**src/rtl/spi_ctl_pkg.sv**
```systemverilog
package spi_ctl_pkg;
  localparam int ST_BUSY = 0;
  localparam int ST_WEL  = 1;
  localparam int ST_BP0  = 2;
  localparam int ST_BP1  = 3;
  localparam int ST_WPEN = 7;

  typedef enum logic [1:0] {
    PROT_NONE    = 2'b00,
    PROT_QUARTER = 2'b01,
    PROT_HALF    = 2'b10,
    PROT_ALL     = 2'b11
  } prot_e;
endpackage

```
**src/rtl/spi_frame_trk.sv**
```systemverilog
module spi_frame_trk #(
  parameter int OPW = 8
) (
  input  logic           clk,
  input  logic           rst,
  input  logic           cs_n,
  input  logic           sck,
  input  logic           si,
  output logic           op_valid,
  output logic [OPW-1:0] op_byte,
  output logic           if_reset,
  output logic           active
);
  localparam int CW = $clog2(OPW + 1);

  logic cs_s, cs_d, sck_s, sck_d, si_s;
  logic seen;
  logic [CW-1:0]  cnt;
  logic [OPW-1:0] sh;

  wire cs_fall  = cs_d & ~cs_s;
  wire cs_rise  = ~cs_d & cs_s;
  wire sck_rise = sck_s & ~sck_d;

  // Both samples start low: a line held low through reset is not a falling edge.
  always_ff @(posedge clk) begin
    if (rst) begin
      cs_s <= 1'b0; cs_d <= 1'b0;
      sck_s <= 1'b0; sck_d <= 1'b0; si_s <= 1'b0;
    end else begin
      cs_s <= cs_n; cs_d <= cs_s;
      sck_s <= sck; sck_d <= sck_s; si_s <= si;
    end
  end

  always_ff @(posedge clk) begin
    if (rst) begin
      active   <= 1'b0;
      seen     <= 1'b0;
      cnt      <= '0;
      sh       <= '0;
      op_valid <= 1'b0;
      op_byte  <= '0;
      if_reset <= 1'b0;
    end else begin
      op_valid <= 1'b0;
      if_reset <= 1'b0;
      if (cs_fall) begin
        active <= 1'b1;
        seen   <= 1'b0;
        cnt    <= '0;
      end else if (cs_rise) begin
        active <= 1'b0;
        if (active && !seen) if_reset <= 1'b1;
      end else if (active && sck_rise) begin
        seen <= 1'b1;
        if (cnt < CW'(OPW)) begin
          sh  <= {sh[OPW-2:0], si_s};
          cnt <= cnt + 1'b1;
          if (cnt == CW'(OPW - 1)) begin
            op_valid <= 1'b1;
            op_byte  <= {sh[OPW-2:0], si_s};
          end
        end
      end
    end
  end

  assert_opv_pulse_R4: assert property (@(posedge clk) disable iff (rst)
    op_valid |=> !op_valid);
  assert_ifrst_closed_R5: assert property (@(posedge clk) disable iff (rst)
    if_reset |-> !active);
endmodule

```
**src/rtl/spi_status_reg.sv**
```systemverilog
module spi_status_reg (
  input  logic       clk,
  input  logic       rst,
  input  logic       factory_init,
  input  logic       wel_set,
  input  logic       busy_done,
  input  logic       arr_go,
  input  logic       stat_go,
  input  logic [7:0] stat_data,
  output logic       busy,
  output logic       wel,
  output logic [1:0] bp,
  output logic       wpen
);
  import spi_ctl_pkg::*;

  always_ff @(posedge clk) begin
    if (rst) begin
      busy <= 1'b0;
      wel  <= 1'b0;
    end else if (busy_done && busy) begin
      busy <= 1'b0;
      wel  <= 1'b0;
    end else if (arr_go || stat_go) begin
      busy <= 1'b1;
    end else if (wel_set && !busy) begin
      wel <= 1'b1;
    end
  end

  // Nonvolatile bits: deliberately outside the power-on reset.
  always_ff @(posedge clk) begin
    if (factory_init) begin
      wpen <= 1'b0;
      bp   <= PROT_NONE;
    end else if (stat_go) begin
      wpen <= stat_data[ST_WPEN];
      bp   <= {stat_data[ST_BP1], stat_data[ST_BP0]};
    end
  end

  assert_done_clears_R10: assert property (@(posedge clk) disable iff (rst)
    (busy_done && busy) |=> (!busy && !wel));
  assert_nv_keep_R1: assert property (@(posedge clk) disable iff (rst || factory_init)
    !stat_go |=> $stable({wpen, bp}));
endmodule

```
**src/rtl/spi_wp_dec.sv**
```systemverilog
module spi_wp_dec #(
  parameter int AW = 15
) (
  input  logic          busy,
  input  logic          wel,
  input  logic [1:0]    bp,
  input  logic          wpen,
  input  logic          wp_n,
  input  logic          arr_req,
  input  logic [AW-1:0] addr,
  input  logic          stat_req,
  output logic          arr_go,
  output logic          stat_go
);
  import spi_ctl_pkg::*;

  localparam logic [AW-1:0] HALF_BASE = {1'b1, {(AW-1){1'b0}}};
  localparam logic [AW-1:0] QTR_BASE  = {2'b11, {(AW-2){1'b0}}};

  logic locked;

  always_comb begin
    case (prot_e'(bp))
      PROT_NONE:    locked = 1'b0;
      PROT_QUARTER: locked = (addr >= QTR_BASE);
      PROT_HALF:    locked = (addr >= HALF_BASE);
      default:      locked = 1'b1;
    endcase
    stat_go = stat_req & ~busy & wel & (~wpen | wp_n);
    arr_go  = arr_req & ~stat_req & ~busy & wel & ~locked;
  end
endmodule

```
**src/rtl/spi_mem_ctl.sv**
```systemverilog
module spi_mem_ctl #(
  parameter int AW  = 15,
  parameter int OPW = 8
) (
  input  logic           clk,
  input  logic           rst,
  input  logic           factory_init,
  input  logic           cs_n,
  input  logic           sck,
  input  logic           si,
  input  logic           wp_n,
  input  logic           wel_set,
  input  logic           wr_req,
  input  logic [AW-1:0]  wr_addr,
  input  logic           stat_wr_req,
  input  logic [7:0]     stat_wr_data,
  input  logic           busy_done,
  output logic [7:0]     status,
  output logic           arr_grant,
  output logic           stat_grant,
  output logic           op_valid,
  output logic [OPW-1:0] op_byte,
  output logic           if_reset
);
  import spi_ctl_pkg::*;

  logic busy, wel, wpen, arr_go, stat_go, active;
  logic [1:0] bp;

  spi_frame_trk #(.OPW(OPW)) u_frame (
    .clk(clk), .rst(rst), .cs_n(cs_n), .sck(sck), .si(si),
    .op_valid(op_valid), .op_byte(op_byte), .if_reset(if_reset), .active(active)
  );

  spi_wp_dec #(.AW(AW)) u_dec (
    .busy(busy), .wel(wel), .bp(bp), .wpen(wpen), .wp_n(wp_n),
    .arr_req(wr_req), .addr(wr_addr), .stat_req(stat_wr_req),
    .arr_go(arr_go), .stat_go(stat_go)
  );

  spi_status_reg u_stat (
    .clk(clk), .rst(rst), .factory_init(factory_init), .wel_set(wel_set),
    .busy_done(busy_done), .arr_go(arr_go), .stat_go(stat_go),
    .stat_data(stat_wr_data), .busy(busy), .wel(wel), .bp(bp), .wpen(wpen)
  );

  always_ff @(posedge clk) begin
    if (rst) begin
      arr_grant  <= 1'b0;
      stat_grant <= 1'b0;
    end else begin
      arr_grant  <= arr_go;
      stat_grant <= stat_go;
    end
  end

  always_comb begin
    status          = '0;
    status[ST_BUSY] = busy;
    status[ST_WEL]  = wel;
    status[ST_BP0]  = bp[0];
    status[ST_BP1]  = bp[1];
    status[ST_WPEN] = wpen;
  end

  assert_grant_excl_R11: assert property (@(posedge clk) disable iff (rst)
    !(arr_grant && stat_grant));
  assert_grant_busy_R10: assert property (@(posedge clk) disable iff (rst)
    (arr_grant || stat_grant) |-> status[ST_BUSY]);
endmodule

```
**config.mk**
```make
export PLATFORM = sky130hd
export DESIGN_NAME = spi_mem_ctl
export DESIGN_NICKNAME = d
export VERILOG_FILES = /design/src/rtl/spi_ctl_pkg.sv /design/src/rtl/spi_frame_trk.sv /design/src/rtl/spi_status_reg.sv /design/src/rtl/spi_wp_dec.sv /design/src/rtl/spi_mem_ctl.sv
export SDC_FILE = /design/constraint.sdc
export NUM_CORES = 1
export LEC_CHECK = 0
export ABC_CLOCK_PERIOD_IN_PS = 2210
export BUFFER_PORTS_ARGS = -buffer_cell sky130_fd_sc_hd__buf_2
export CAP_MARGIN = 20
export CORE_MARGIN = 5
export CORE_UTILIZATION = 52
export DETAILED_ROUTE_END_ITERATION = 8
export GPL_TIMING_DRIVEN = 0
export PLACE_DENSITY_LB_ADDON = 0.25
export REMOVE_ABC_BUFFERS = 1
export SLEW_MARGIN = 20
export SYNTH_ARGS = -nofsm -noshare
export SYNTH_HDL_FRONTEND = slang
export SYNTH_SLANG_ARGS = --single-unit
```
**constraint.sdc**
```tcl
create_clock -name clk -period 2.21 [get_ports clk]
set_clock_uncertainty 0.05 [all_clocks]
set_input_delay 0.1105 -clock clk [delete_from_list [all_inputs] [get_ports clk]]
set_output_delay 0.1105 -clock clk [all_outputs]
set_load 0.02 [all_outputs]
```
---- Word-level counts from Yosys, hierarchy flattened ----
Index checks and enable logic that the tools add are counted.
operators by class
  eq/ne operators ......................... 3
  bitwise logic cells ..................... 23
  magnitude comparators ................... 3
  reduce and logical (&&, ||, !) cells .... 18
  multiplexer cells ....................... 5
  add/sub/neg operators ................... 1
operators by type and width
  operator                                                                number
  15-bit greater-or-equal comparator (second input constant)              2
  1-bit NOT                                                               12
  1-bit AND                                                               10
  5-bit AND reduction                                                     1
  5-bit OR reduction                                                      1
  4-bit by 1-bit adder with 4-bit output (second input constant)          1
  4-bit by 3-bit equality test with 1-bit output (second input constant)  1
  1-bit logical AND                                                       4
  4-bit less-than comparator (second input constant)                      1
  1-bit 2-to-1 mux                                                        4
  2-bit AND reduction                                                     2
  4-bit AND reduction                                                     1
  2-bit OR reduction                                                      2
  1-bit case mux with 3 select lines                                      1
  3-bit AND reduction                                                     1
  3-bit OR reduction                                                      1
  2-bit by 1-bit equality test with 1-bit output (second input constant)  1
  2-bit equality test (second input constant)                             1
  1-bit logical NOT                                                       2
  2-bit logical NOT                                                       1
  2-bit nonzero test                                                      1
  1-bit logical OR                                                        1
  1-bit bitwise OR                                                        1
word-level totals
  logic and storage cells ................. 71
  register bits ........................... 35
  input port bits ......................... 34
  output and inout port bits .............. 20

---- Longest topological paths before layout ----
Gate-level depths: netlist of the first run.
  depth in word-level cells ............... 8
  depth in mapped cells ................... 6

---- Hierarchy ----
A second synthesis of the first run with hierarchy kept.
unflattened totals
  cell total of the unflattened synthesis .. 142
  area total of the unflattened synthesis .. 1443.9 um^2
by module, submodules not included
  module          cells each  instances  sequential area each (um^2)  area an instance (um^2)
  spi_frame_trk   109         1          560.5                        1102.3
  spi_status_reg  16          1          100.1                        190.2
  spi_mem_ctl     11          1          40.0                         101.3
  spi_wp_dec      6           1          0.0                          50.0

---- Worst setup path after synthesis of the first run ----
OpenSTA, ideal clock, no wires.
  kind .................................... reg2reg
  start ................................... register u_frame.cs_d
  end ..................................... register u_frame.sh[0]
  buffers on the path ..................... 0
  arrival ................................. 1337 ps
  stages on the path, launching flop included .. 6
  slack ................................... 751 ps
  period minus slack after synthesis ...... 1459 ps
  library setup time ...................... 72 ps
  cell sequence ........................... dfxtp_1 inv_1 ha_1 nand4bb_4 nor3_4 mux2i_1
on the way
  cells in the longest elaborated chain, start to end .. 4
ends and longest elaborated chain
  element                                 RTL line             source
  from (decl)                             spi_frame_trk.sv:16  logic cs_s, cs_d, sck_s, sck_d, si_s;
  from (signal assigned)                  spi_frame_trk.sv:31  cs_s <= cs_n; cs_d <= cs_s;
  1-bit NOT                               spi_frame_trk.sv:22  wire cs_rise = ~cs_d & cs_s;
  1-bit AND                               spi_frame_trk.sv:22
  1-bit NOT (no source line)              --
  4-bit AND reduction (no source line) *  --
  to (signal assigned)                    spi_frame_trk.sv:58  sh <= {sh[OPW-2:0], si_s};
  to (decl)                               spi_frame_trk.sv:19  logic [OPW-1:0] sh;
Mark *: on every way between the ends. The rest lies on a longest branch, timed or not.
A chain may end at the register's enable or synchronous reset.

---- Final worst setup path of the first run ----
  start ................................... register u_frame.cs_s
  end ..................................... register u_frame.op_byte[0]
on the way
  cells in the longest elaborated chain, start to end .. 4
ends and longest elaborated chain
  element                               RTL line             source
  from (decl)                           spi_frame_trk.sv:16
  from (signal assigned)                spi_frame_trk.sv:31
  1-bit NOT                             spi_frame_trk.sv:21  wire cs_fall = cs_d & ~cs_s;
  1-bit AND                             spi_frame_trk.sv:21
  via u_frame.cs_fall                   spi_frame_trk.sv:21
  1-bit NOT (no source line)            --
  5-bit AND reduction (no source line)  --
  to (signal assigned)                  spi_frame_trk.sv:62  op_byte <= {sh[OPW-2:0], si_s};
  to (decl)                             spi_frame_trk.sv:10  output logic [OPW-1:0] op_byte,
The timed path passes the listed nets, and every way through them passes these cells.

==> results of run 1 <==
-- cell families after synthesis --
group,after synthesis,synth area share [%]
AOI/OAI and AO/OA,34,13.5
other,1,0.256
adders and majority gates,3,2.57
DFF,35,47.9
buffers and inverters,19,6.93
and+or+nand+nor,50,23.4
muxes,8,5.47
-- power breakdown --
part | internal [µW] | switching, µW | total [µW]
clock | 118 | 208 | 326
sequential | 645 | 15.5 | 661
combinational | 48.4 | 52.3 | 101
total | 812 | 276 | 1090
-- stage by stage --
| step | utilization, % | hold WS (ns) | instance area [µm²] | total power [µW] |
|---|---|---|---|---|
| floorplan | - | 0.127 | 1380 | 727 |
| global placement | 57.9 | 0.254 | 1580 | 763 |
| detailed placement | 58.1 | 0.259 | 1590 | 766 |
| CTS | 62.6 | 0.00496 | 1710 | 1100 |
| global route | 62.6 | 0.0109 | 1710 | 1140 |
| finish | 62.6 | 0.0205 | 1710 | 1090 |
-- worst min path at each step --
| stage | start | endpoint | slack, ns | cells past startpoint |
|---|---|---|---|---|
| 3_3_place_gp | factory_init | u_stat.wpen | 0.25 | 2 |
| 2_1_floorplan | rst | u_frame.cs_d | 0.13 | 1 |
| 6_report | stat_wr_data[2] | u_stat.bp[0] | 0.02 | 3 |
| 3_5_place_dp | factory_init | u_stat.wpen | 0.26 | 2 |
| 5_1_grt | busy_done | u_stat.busy | 0.01 | 3 |
| 4_1_cts | stat_wr_data[2] | u_stat.bp[0] | 0.005 | 3 |
-- metal layers --
layer	track usage, %	up-vias	wire length (µm)
li1	-	589	-
met1	19.2	563	1340
met2	25.8	29	1400
met3	4.32	4	138
met4	5.57	0	25
met5	0	-	0
-- cells in the mapped netlist (3+ instances only) --
cell,count,area (µm²)
sky130_fd_sc_hd__dfxtp_1,35,701
sky130_fd_sc_hd__a21oi_1,15,75.1
sky130_fd_sc_hd__o21ai_0,10,50.1
sky130_fd_sc_hd__nand2b_1,9,56.3
sky130_fd_sc_hd__mux2i_1,8,80.1
sky130_fd_sc_hd__nand3_1,8,40.0
sky130_fd_sc_hd__buf_2,6,30.0
sky130_fd_sc_hd__buf_4,6,45.0
sky130_fd_sc_hd__nor2_1,6,22.5
sky130_fd_sc_hd__nor2b_1,6,37.5
sky130_fd_sc_hd__inv_1,4,15.0
sky130_fd_sc_hd__o31ai_1,4,30.0
sky130_fd_sc_hd__ha_1,3,37.5
sky130_fd_sc_hd__nand2_1,3,11.3
sky130_fd_sc_hd__nand4b_1,3,26.3
-- registers in the layout, summed over array words and instances, names as in the netlist, 2 cells and up --
signal           count
u_frame.op_byte      8
u_frame.sh           7
u_frame.cnt          4
u_stat.bp            2
-- worst min-delay path, stage by stage --
cell                       delay, ns
sky130_fd_sc_hd__buf_2          0.10
sky130_fd_sc_hd__nand4b_1       0.09
sky130_fd_sc_hd__a21oi_1        0.06
-- final cells by class --
cell class              instances  area (µm²)  area share [%]
clock buffers                   5        37.5            2.19
clock inverters                 3        15.0           0.877
inverters                       4        15.0           0.877
multi-input cells              98         674            39.4
flip-flops and latches         35         701            40.9
well taps                      31        38.8            2.27
repair buffers                 39         230            13.5
==> impl_metrics.py, run 1 <==
metrics = {
    "timing": {
        "max-slew-margin-rel_pct": 48.4,
        "timing_max_transition_violations_final": 0,
        "rsz0062_at_grt": "false",
        "tightestPinTransition_ns": 0.764,
        "timing_hold_violations_final": 0,
        "maxClockFrequency_ghz": 0.537,
        "timing.final.crit_share_pct": 84.3,
        "report.final.setup_viol": 0,
        "timing.setup.tns_ns": 0,
        "min_period_ns": 1.86,
        "setup_ws_ns": 0.346,
    },
    "yosys": {
        "mapped_area_um2": 1460,
        "synth_edf_count": 0,
        "postSynthAreaPerCell_um2": 9.75,
        "count_of_different_cell_masters_after_synthesis": 35,
        "flip_flop_and_latch_count_after_synthesis": 35,
        "yosysWarningCount": 0,
        "syn_inst": 150,
        "ys.flop_type": "sky130_fd_sc_hd__dfxtp_1",
        "seq_area_frac_synth_pct": 47.9,
        "synth_async_reset_ratio_pct": 0,
    },
    "detailed_routing": {
        "postRouteAntennaNets": 0,
        "wirelength_um": 2900,
        "vias_per_cell": 5.51,
        "routed_wire_length_per_instance_um": 13.5,
        "detailedRoute.firstIterationViolations": 58,
        "detail_route.first_pass.iterations": 4,
        "num_vias": 1185,
        "drc": 0,
    },
    "floorplanning": {
        "core_area_um2": 2730,
        "die_w_um": 63.0,
        "floorplan.die_area_um2": 3970,
        "std_cell_rows": 19,
        "floorplan.io_pins": 54,
        "initial_standard_cell_utilization_of_the_core_pct": 53.5,
        "chipHeight_um": 63.0,
    },
    "placement": {
        "dp.final_hpwl_um": 2040,
        "dpl_worst_slack_ns": 0.361,
        "routabilityCongestion": 0.782,
        "cells_after_dpl": 200,
        "numPortBuffers": 32,
    },
    "cts": {
        "cts_root_buffer": "sky130_fd_sc_hd__clkbuf_4",
        "cts.htree.levels": 2,
        "cts.sink_count": 35,
        "ctsLongestPathBuffers": 2,
        "cts_tree": "yes",
        "tritoncts.num_buffers": 5,
        "cts-resized-gates": 0,
        "path_clk_slew_ns": 0.11,
        "ctsHoldBuffers": 7,
        "post_cts_buffers": 0,
        "clk_latency_ns": 0.32,
    },
    "setup_path": {
        "cp_slowest_stage_delay_ns": 0.73,
        "worstSetupPathDepth": 5,
        "crit-reg2reg-capture": "u_frame.op_byte[0]",
        "start_kind": "flop",
        "endpoint": "u_frame.op_byte[0]",
        "critical_path.max_fanout": 8,
        "reg2reg_depth": 5,
        "critPathArrivalTime_ns": 2.07,
        "timing.critical_path.cells": "inv_1, ha_1, nor4bb_2, nand3_1, a21oi_1",
        "timing.critical_path.max_delay_family": "simple AND/OR/NAND/NOR gates",
        "slowest_stage": "sky130_fd_sc_hd__nor4bb_2",
        "setup.worst_path.start": "u_frame.cs_s",
        "critical_path.reg2reg.startpoint": "u_frame.cs_s",
        "worst_reg2reg_setup_slack_ns": 0.35,
        "path_buf_inv": 1,
        "worst-setup-path-type": "flop to flop",
        "cp.required_ns": 2.42,
        "critPathCaptureType": "flop",
    },
    "final_layout": {
        "most-common-layout-cells": "sky130_fd_sc_hd__dfxtp_1, sky130_fd_sc_hd__buf_2, sky130_fd_sc_hd__a21oi_1",
        "fillerInstances": 222,
        "antenna_diode_count": 0,
        "layout-drive-gt1-share_pct": 24.5,
        "layout_overhead_on_the_synthesized_area_pct": 17.0,
        "mostFrequentLayoutCell": "sky130_fd_sc_hd__dfxtp_1",
        "num-nets-final": 220,
        "layout.cells.non_filler": 215,
    },
    "global_route": {
        "track_usage_pct": 15.6,
        "largest_net_degree_at_the_start_of_global_routing": 29,
        "antenna_found_initial": 0,
        "first_global_vias": 1156,
        "grt-ovfl-total": 0,
        "grt_pass1_wl_um": 5060,
    },
    "pwr": {
        "max_ir_drop_vdd_mv": 0.479,
        "p_leak_uw": 0.000678,
        "cellPowerDensity_nw_per_um2": 635,
    },
    "hold_path": {
        "timing.hold.worst.class": "input pin to flop",
    },
    "flow_run": {
        "maxCapViolCount": 0,
    },
    "run_status": {
        "status": "finished, final reports clean",
    },
}
No activity file was read; power rests on OpenSTA's default activity.
==> run 2, diff against run 1 <==
--- a/config.mk
+++ b/config.mk
@@ -5,11 +5,11 @@
 export SDC_FILE = /design/constraint.sdc
 export NUM_CORES = 1
 export LEC_CHECK = 0
-export ABC_CLOCK_PERIOD_IN_PS = 2210
+export ABC_CLOCK_PERIOD_IN_PS = 1700
 export BUFFER_PORTS_ARGS = -buffer_cell sky130_fd_sc_hd__buf_2
 export CAP_MARGIN = 20
 export CORE_MARGIN = 5
-export CORE_UTILIZATION = 52
+export CORE_UTILIZATION = 43
 export DETAILED_ROUTE_END_ITERATION = 8
 export GPL_TIMING_DRIVEN = 0
 export PLACE_DENSITY_LB_ADDON = 0.25
==> constraint.sdc (replaced) <==
create_clock -name clk -period 1.7 [get_ports clk]
set_clock_uncertainty 0.05 [all_clocks]
set_input_delay 0.085 -clock clk [delete_from_list [all_inputs] [get_ports clk]]
set_output_delay 0.085 -clock clk [all_outputs]
set_load 0.02 [all_outputs]
==> impl_metrics.py, run 2 (same netlist as run 1, synthesis figures left out) <==
metrics = {
    "run_status": {
        "status": "finished, final reports clean",
    },
    "flow_run": {
        "maxCapViolCount": 0,
    },
    "pwr": {
        "p_leak_uw": 0.000711,
        "switching_power_uw": 353,
        "max_ir_drop_vdd_mv": 0.395,
        "power.combinational.fraction_pct": 9.0,
        "cellPowerDensity_nw_per_um2": 821,
        "sequentialPowerShare_pct": 57.2,
        "intPower_uw": 1150,
        "clockPowerShare_pct": 33.8,
        "power.share.switching_pct": 23.5,
        "post-layout-total-power_uw": 1500,
    },
    "cts": {
        "ctsLongestPathBuffers": 2,
        "cts_root_buffer": "sky130_fd_sc_hd__clkbuf_4",
        "clk_latency_ns": 0.33,
        "cts.sink_count": 35,
        "cts_tree": "yes",
        "cts.htree.levels": 2,
        "path_clk_slew_ns": 0.10,
        "tritoncts.num_buffers": 5,
    },
    "detailed_routing": {
        "detail_route.first_pass.iterations": 4,
        "vias_per_cell": 5.10,
        "routed_wire_length_per_instance_um": 12.0,
        "wirelength_um": 2820,
        "postRouteAntennaNets": 0,
        "num_vias": 1204,
        "detailedRoute.firstIterationViolations": 59,
        "drc": 0,
    },
    "floorplanning": {
        "chipHeight_um": 68.3,
        "initial_standard_cell_utilization_of_the_core_pct": 44.2,
        "die_w_um": 68.3,
        "floorplan.die_area_um2": 4670,
        "std_cell_rows": 21,
        "floorplan.io_pins": 54,
        "core_area_um2": 3310,
    },
    "setup_path": {
        "critical_path.max_fanout": 5,
        "critPathCaptureType": "flop",
        "critical_path.reg2reg.startpoint": "u_stat.wel",
        "cp.required_ns": 1.88,
        "worst-setup-path-type": "flop to flop",
        "setup.worst_path.start": "u_stat.wel",
        "start_kind": "flop",
        "critPathArrivalTime_ns": 1.75,
        "cp_slowest_stage_delay_ns": 0.55,
        "timing.critical_path.cells": "nand2_1, o31ai_1, a21oi_1, dlygate4sd3_1",
        "slowest_stage": "sky130_fd_sc_hd__dlygate4sd3_1",
    },
    "global_route": {
        "largest_net_degree_at_the_start_of_global_routing": 29,
        "track_usage_pct": 13.6,
        "antenna_found_initial": 0,
        "grt_pass1_wl_um": 4720,
        "grt-ovfl-total": 0,
        "first_global_vias": 1133,
    },
    "timing": {
        "report.final.setup_viol": 0,
        "timing.setup.tns_ns": 0,
        "min_period_ns": 1.57,
        "timing_hold_violations_final": 0,
        "timing.final.crit_share_pct": 92.5,
        "rsz0062_at_grt": "false",
        "timing_max_transition_violations_final": 0,
        "maxClockFrequency_ghz": 0.636,
    },
    "placement": {
        "cells_after_dpl": 215,
        "routabilityCongestion": 0.787,
        "numPortBuffers": 32,
        "dp.final_hpwl_um": 1980,
    },
    "final_layout": {
        "largest_registers": "u_frame.op_byte (8), u_frame.sh (7), u_frame.cnt (4)",
        "antenna_diode_count": 0,
        "layout.cells.non_filler": 236,
        "largest_reg_flops": 8,
        "num-nets-final": 226,
        "layout-drive-gt1-share_pct": 27.4,
        "largest_register_by_flop_count": "u_frame.op_byte",
        "mostFrequentLayoutCell": "sky130_fd_sc_hd__dfxtp_1",
        "finish.utilization_pct": 55.3,
        "most-common-layout-cells": "sky130_fd_sc_hd__dfxtp_1, sky130_fd_sc_hd__buf_2, sky130_fd_sc_hd__a21oi_1",
        "layout_overhead_on_the_synthesized_area_pct": 25.1,
    },
    "hold_path": {
        "timing.hold.worst.class": "input pin to flop",
        "worstHoldStart": "wp_n",
    },
}
## run 2: worst max-delay path, delay by kind of cell, from the launching register on
kind | cells | cell delay (ns)
and+or+nand+nor | 1 | 0.14
DFF | 1 | 0.39
AOI/OAI and AO/OA | 2 | 0.34
buffers and inverters | 1 | 0.55
## run 2: power groups by stage
stage | Clock [µW] | Sequential, µW | Combinational (µW)
final | 508 | 858 | 135
after global placement | 0 | 876 | 115
after global routing | 562 | 863 | 149
after detailed placement | 0 | 878 | 118
after CTS | 528 | 859 | 135
after floorplan | 0 | 889 | 55.6
## run 2: worst paths after layout
path	end	depth (start not counted)	slack (ns)
hold / removal	stat_grant	3	0.08
hold reg to reg	u_frame.if_reset	1	0.38
setup reg to reg	u_stat.bp[1]	4	0.13
setup / recovery	u_stat.bp[1]	4	0.13
## run 2: through the flow
| stage | cell area [µm²] | hold WS (ns) | setup WS (ns) |
|---|---|---|---|
| final | 1830 | 0.0798 | 0.128 |
| after global routing | 1830 | 0.0683 | 0.0312 |
| after CTS | 1800 | 0.0594 | 0.00781 |
| after detailed placement | 1600 | 0.236 | -0.382 |
| after global placement | 1600 | 0.225 | -0.354 |
| after floorplan | 1380 | 0.102 | -0.0386 |
## run 2: per-layer routing
| layer | routed length [µm] | part of all wire [%] | vias up | global-route usage (%) |
|---|---|---|---|---|
| li1 | - | - | 609 | - |
| met1 | 1210 | 43 | 564 | 15.0 |
| met2 | 1430 | 51 | 24 | 23.3 |
| met3 | 117 | 4.1 | 7 | 3.94 |
| met4 | 64 | 2.3 | 0 | 7.44 |
| met5 | 0 | 0 | - | 0 |
## run 2: layout make-up
class | count | area [µm²]
clock buffer | 8 | 68.8
timing repair buffer | 45 | 293
fill | 315 | 1480
inverter | 4 | 15.0
tap | 46 | 57.6
sequential | 35 | 702
multi-input combinational | 98 | 693
## run 2: what timing repair did
item	in CTS	in global routing
pin swaps	2	2
hold buffers	9	0
resized for setup	2	4
buffers inserted	1	3
hold endpoints to repair	8	0
endpoints found under the setup margin	16	18
